==> config.mk <==
export PLATFORM = sky130hd
export DESIGN_NAME = uart_brk_ctrl
export DESIGN_NICKNAME = d
export VERILOG_FILES = /design/src/rtl/brk_pkg.sv /design/src/rtl/brk_char_len.sv /design/src/rtl/brk_tick_cnt.sv /design/src/rtl/brk_seq_fsm.sv /design/src/rtl/brk_txd_mux.sv /design/src/rtl/uart_brk_ctrl.sv
export SDC_FILE = /design/constraint.sdc
export NUM_CORES = 1
export LEC_CHECK = 0
export BUFFER_PORTS_ARGS = -buffer_cell sky130_fd_sc_hd__buf_2
export CORE_AREA = 2 2 56 63
export DETAILED_ROUTE_END_ITERATION = 6
export DIE_AREA = 0 0 58 65
export GPL_TIMING_DRIVEN = 1
export SETUP_SLACK_MARGIN = 0.4
export SYNTH_ARGS = -nofsm -noshare
export SYNTH_HDL_FRONTEND = slang
export SYNTH_HIERARCHICAL = 1
export SYNTH_SLANG_ARGS = --single-unit
==> constraint.sdc <==
create_clock -name clk -period 7.9 [get_ports clk]
set_input_delay 1.58 -clock clk [delete_from_list [all_inputs] [get_ports clk]]
set_output_delay 1.58 -clock clk [all_outputs]
set_load 0.005 [all_outputs]
==> src/rtl/brk_pkg.sv <==
package brk_pkg;

    typedef enum logic [2:0] {
        ST_IDLE     = 3'd0,
        ST_DRAIN    = 3'd1,
        ST_BRK_MIN  = 3'd2,
        ST_BRK_HOLD = 3'd3,
        ST_GAP      = 3'd4
    } brk_state_e;

    typedef struct packed {
        brk_state_e st;
        logic       stop_seen;
    } brk_fsm_regs_t;

endpackage

==> src/rtl/brk_char_len.sv <==
module brk_char_len #(
    parameter int DBW      = 4,
    parameter int MIN_DATA = 5,
    parameter int MAX_DATA = 9,
    parameter int LW       = 4
) (
    input  logic [DBW-1:0] data_bits_i,
    input  logic           parity_en_i,
    input  logic           two_stop_i,
    output logic [LW-1:0]  char_len_o
);

    logic [LW-1:0] data_n;
    logic [LW-1:0] par_n;
    logic [LW-1:0] stop_n;

    // Clamp the data-bit count into the legal frame range.
    always_comb begin
        if (data_bits_i < DBW'(MIN_DATA)) begin
            data_n = LW'(MIN_DATA);
        end else if (data_bits_i > DBW'(MAX_DATA)) begin
            data_n = LW'(MAX_DATA);
        end else begin
            data_n = LW'(data_bits_i);
        end
        par_n      = parity_en_i ? LW'(1) : LW'(0);
        stop_n     = two_stop_i  ? LW'(2) : LW'(1);
        char_len_o = LW'(1) + data_n + par_n + stop_n;
    end

endmodule

==> src/rtl/brk_tick_cnt.sv <==
module brk_tick_cnt #(
    parameter int CW = 4
) (
    input  logic          clk,
    input  logic          rst_n,
    input  logic          clr_i,
    input  logic          en_i,
    input  logic          tick_i,
    input  logic [CW-1:0] limit_i,
    output logic          done_o
);

    logic [CW-1:0] cnt_d, cnt_q;

    // The terminal tick is the one that brings the count up to the limit.
    assign done_o = en_i && tick_i && (cnt_q == (limit_i - CW'(1)));

    always_comb begin
        cnt_d = cnt_q;
        if (clr_i) begin
            cnt_d = '0;
        end else if (en_i && tick_i) begin
            cnt_d = done_o ? '0 : cnt_q + CW'(1);
        end
    end

    always_ff @(posedge clk or negedge rst_n) begin
        if (!rst_n) begin
            cnt_q <= '0;
        end else begin
            cnt_q <= cnt_d;
        end
    end

endmodule

==> src/rtl/brk_seq_fsm.sv <==
module brk_seq_fsm
    import brk_pkg::*;
(
    input  logic       clk,
    input  logic       rst_n,
    input  logic       start_i,
    input  logic       stop_i,
    input  logic       pending_i,
    input  logic       cnt_done_i,
    output brk_state_e st_o,
    output logic       cnt_clr_o,
    output logic       cnt_en_o,
    output logic       gap_sel_o,
    output logic       len_latch_o,
    output logic       pause_o,
    output logic       ovr_en_o,
    output logic       ovr_val_o
);

    brk_fsm_regs_t r_d, r_q;

    always_comb begin
        r_d = r_q;
        unique case (r_q.st)
            ST_IDLE: begin
                r_d.stop_seen = 1'b0;
                if (start_i) begin
                    r_d.st = ST_DRAIN;
                end
            end
            ST_DRAIN: begin
                if (stop_i) begin
                    r_d.stop_seen = 1'b1;
                end
                if (!pending_i) begin
                    r_d.st = ST_BRK_MIN;
                end
            end
            ST_BRK_MIN: begin
                if (stop_i) begin
                    r_d.stop_seen = 1'b1;
                end
                if (cnt_done_i) begin
                    r_d.st = (r_q.stop_seen || stop_i) ? ST_GAP : ST_BRK_HOLD;
                end
            end
            ST_BRK_HOLD: begin
                if (stop_i) begin
                    r_d.st = ST_GAP;
                end
            end
            ST_GAP: begin
                r_d.stop_seen = 1'b0;
                if (cnt_done_i) begin
                    r_d.st = ST_IDLE;
                end
            end
            default: begin
                r_d.st        = ST_IDLE;
                r_d.stop_seen = 1'b0;
            end
        endcase
    end

    always_comb begin
        st_o        = r_q.st;
        cnt_clr_o   = (r_d.st != r_q.st);
        cnt_en_o    = (r_q.st == ST_BRK_MIN) || (r_q.st == ST_GAP);
        gap_sel_o   = (r_q.st == ST_GAP);
        len_latch_o = (r_q.st == ST_DRAIN) && !pending_i;
        ovr_en_o    = (r_q.st == ST_BRK_MIN) || (r_q.st == ST_BRK_HOLD)
                   || (r_q.st == ST_GAP);
        pause_o     = ovr_en_o;
        ovr_val_o   = (r_q.st == ST_GAP);
    end

    always_ff @(posedge clk or negedge rst_n) begin
        if (!rst_n) begin
            r_q.st        <= ST_IDLE;
            r_q.stop_seen <= 1'b0;
        end else begin
            r_q <= r_d;
        end
    end

endmodule

==> src/rtl/brk_txd_mux.sv <==
module brk_txd_mux (
    input  logic ovr_en_i,
    input  logic ovr_val_i,
    input  logic ser_txd_i,
    output logic txd_o
);

    always_comb begin
        txd_o = ovr_en_i ? ovr_val_i : ser_txd_i;
    end

endmodule

==> src/rtl/uart_brk_ctrl.sv <==
module uart_brk_ctrl
    import brk_pkg::*;
#(
    parameter int DBW      = 4,
    parameter int MIN_DATA = 5,
    parameter int MAX_DATA = 9,
    parameter int IDLE_GAP = 12
) (
    input  logic           clk,
    input  logic           rst_n,
    input  logic           brk_start_i,
    input  logic           brk_stop_i,
    input  logic           bit_tick_i,
    input  logic [DBW-1:0] data_bits_i,
    input  logic           parity_en_i,
    input  logic           two_stop_i,
    input  logic           hold_full_i,
    input  logic           shift_busy_i,
    input  logic           ser_txd_i,
    output logic           txd_o,
    output logic           tx_pause_o
);

    localparam int MAX_CHAR = MAX_DATA + 4;
    localparam int LW       = $clog2(MAX_CHAR + 1);
    localparam int MAX_CNT  = (MAX_CHAR > IDLE_GAP) ? MAX_CHAR : IDLE_GAP;
    localparam int CW       = $clog2(MAX_CNT + 1);

    brk_state_e    brk_st;
    logic          pending;
    logic          cnt_clr, cnt_en, cnt_done, gap_sel, len_latch;
    logic          ovr_en, ovr_val;
    logic [LW-1:0] char_len;
    logic [LW-1:0] len_d, len_q;
    logic [CW-1:0] limit;

    assign pending = hold_full_i | shift_busy_i;

    brk_char_len #(
        .DBW      (DBW),
        .MIN_DATA (MIN_DATA),
        .MAX_DATA (MAX_DATA),
        .LW       (LW)
    ) u_len (
        .data_bits_i (data_bits_i),
        .parity_en_i (parity_en_i),
        .two_stop_i  (two_stop_i),
        .char_len_o  (char_len)
    );

    // Character length is frozen as the line goes low.
    always_comb begin
        len_d = len_latch ? char_len : len_q;
        limit = gap_sel ? CW'(IDLE_GAP) : CW'(len_q);
    end

    always_ff @(posedge clk or negedge rst_n) begin
        if (!rst_n) begin
            len_q <= LW'(MIN_DATA + 2);
        end else begin
            len_q <= len_d;
        end
    end

    brk_seq_fsm u_fsm (
        .clk         (clk),
        .rst_n       (rst_n),
        .start_i     (brk_start_i),
        .stop_i      (brk_stop_i),
        .pending_i   (pending),
        .cnt_done_i  (cnt_done),
        .st_o        (brk_st),
        .cnt_clr_o   (cnt_clr),
        .cnt_en_o    (cnt_en),
        .gap_sel_o   (gap_sel),
        .len_latch_o (len_latch),
        .pause_o     (tx_pause_o),
        .ovr_en_o    (ovr_en),
        .ovr_val_o   (ovr_val)
    );

    brk_tick_cnt #(
        .CW (CW)
    ) u_cnt (
        .clk     (clk),
        .rst_n   (rst_n),
        .clr_i   (cnt_clr),
        .en_i    (cnt_en),
        .tick_i  (bit_tick_i),
        .limit_i (limit),
        .done_o  (cnt_done)
    );

    brk_txd_mux u_mux (
        .ovr_en_i  (ovr_en),
        .ovr_val_i (ovr_val),
        .ser_txd_i (ser_txd_i),
        .txd_o     (txd_o)
    );

endmodule

==> reports/metrics.csv <==
stage;metric;value;unit
clock_tree;buffer count from post-CTS setup fixing;0;
run;max-cap check violation count;0;
route;Via density;4.99;
timing;Max Freq;276;MHz
clock_tree;Sinks on Clock Net;12;
status;status;finished, final reports clean;
layout;most common cell after layout, fill and taps aside;buf_2;
grt;GRT Overall Usage;0.117;
floorplan;num rows;22;
clock_tree;post_cts resized;0;
placement;port bufs;15;
critical_path;crit path buf inv count;2;
layout;Area growth, synth to finish;11.5;%
timing;Max-slew headroom;0.430;
timing;min Tclk post-route;3.63;ns
layout;ANT cells;0;
timing;period utilisation layout;0.459;
layout;share of post-route cells with drive strength above 1;0.293;
clock_tree;H-tree depth;1;
layout;fin nets;146;
route;drt pass-1 iters;4;
layout;fill cell total of the finished layout;334;
floorplan;I/O pin total;16;
route;drt total wl;1810;um
timing;final setup violation count;0;
route;residual DRC count;0;
grt;first-pass GRT wire length;3410;um
critical_path;Crit-path slowest cell;mux2_4;
power;Leak Pwr;0.000534;uW
critical_path;Crit path max-delay family;multiplexers;
placement;DP HPWL;1490;um
floorplan;die height;65;um
floorplan;Die X;58;um
route;WL/cell;11.4;um
critical_path;CP Launch Type;input pin;
timing;RSZ-0062 raised after global routing;false;
logic_synthesis;Mapped Avg Cell Area;9.39;um2
timing;Hold WS;0.502;ns
critical_path;Worst setup EP type;output port;
timing;Final Hold Viols;0;
grt;largest net degree at the start of global routing;13;
timing;clk_skew;0.00250;ns
clock_tree;CTS tree;yes;
logic_synthesis;Cell Area, Synth;1020;um2
clock_tree;CTS root buf;clkbuf_4;
layout;register area;304;um2
clock_tree;clock slew at reported path FFs;0.08;ns
critical_path;CP cell instances;buf_2, mux2_4, buf_2;
clock_tree;cts-stage hold buffer count;0;
timing;Setup TNS;0;ns
grt;grt ovf;0;
route;DRT iter0 DRCs;6;
clock_tree;Num CTS Buffers;3;
critical_path;CP arrival;2.05;ns
layout;footprint of the multi-input gates;647;um2
power;VDD IR-drop max;0.134;mV
floorplan;Starting Density;0.321;
logic_synthesis;cells after synthesis;109;
floorplan;die area;3770;um2
timing;Tightest Pin Transition;0.847;ns
clock_tree;CTS max path bufs;2;
grt;initial antenna violation count;0;
grt;vias in the first global route;807;
hold_path;worst min-delay path class;reg -> reg;
timing;final max-slew violation count;0;
logic_synthesis;total of warnings raised by yosys;6;
layout;most frequent cells in the layout;15 x buf_2, 9 x dfrtp_1, 8 x inv_1, 8 x nand2_1, 7 x ha_1;
route;Final ANT Viol Nets;0;
logic_synthesis;Mapped Nets;131;
critical_path;Worst EP required;6.32;ns
critical_path;crit path max fanout;1;
critical_path;Critical Path Most Common Cell;buf_2;
clock_tree;later-pin clock latency in the skew report;0.27;ns
power;pwr/cell area;304;nW/um2
floorplan;total core area;3190;um2
critical_path;critical path start-end classification;in -> out;
placement;Routability Congestion;0.766;
route;routed via count;793;
critical_path;crit-path max cell delay;0.25;ns
==> layout make-up <==
cell class / count / share of cell area
Sequential cell: 12 / 0.266
Clock buffer: 4 / 0.0318
Multi-Input combinational cell: 83 / 0.567
Tap cell: 36 / 0.0395
Timing Repair Buffer: 15 / 0.0658
Inverter: 9 / 0.0296
==> path summary, 6_finish.rpt <==
path | startpoint | endpoint | slack [ns] | depth (start not counted)
min in group asynchronous | rst_n | u_fsm/st_o[2] | 1.17 | 1
hold / removal | len_q[3] | len_q[3] | 0.50 | 1
setup reg to reg | u_fsm/st_o[0] | u_cnt/cnt_q[3] | 4.34 | 14
setup / recovery | ser_txd_i | txd_o | 4.27 | 3
hold reg to reg | len_q[3] | len_q[3] | 0.50 | 1
max in group asynchronous | rst_n | len_q[0] | 6.45 | 1
==> stage by stage <==
| stage | area, um2 | power, uW | std cells | worst slack (ns) | util |
|---|---|---|---|---|---|
| after global placement | 1100 | 294 | 155 | 4.27 | 0.346 |
| after detailed placement | 1100 | 302 | 155 | 4.27 | 0.346 |
| after floorplan | 1020 | 276 | 109 | 4.48 | - |
| final | 1140 | 346 | 159 | 4.27 | 0.357 |
| after CTS | 1140 | 352 | 159 | 4.27 | 0.357 |
| after global routing | 1140 | 380 | 159 | 3.99 | 0.357 |
==> state kept, by name, indices dropped and copies added, names as in the netlist <==
signal,cells
len_q,4
u_cnt/cnt_q,4
u_fsm/r_q,1
u_fsm/st_o,3
==> layer usage <==
| layer | GRT usage | share of wire | up-vias | wire [um] |
|---|---|---|---|---|
| li1 | - | - | 401 | - |
| met4 | 0.0610 | 0.015 | 0 | 27 |
| met5 | 0 | 0 | - | 0 |
| met2 | 0.197 | 0.49 | 16 | 880 |
| met1 | 0.140 | 0.46 | 374 | 839 |
| met3 | 0.0180 | 0.035 | 2 | 63 |
==> power breakdown <==
part	internal, uW	switching (uW)
registers	87.7	30.2
logic	84.9	95.1
clock network	28.0	20.5
(Power assumes the default switching activity.)
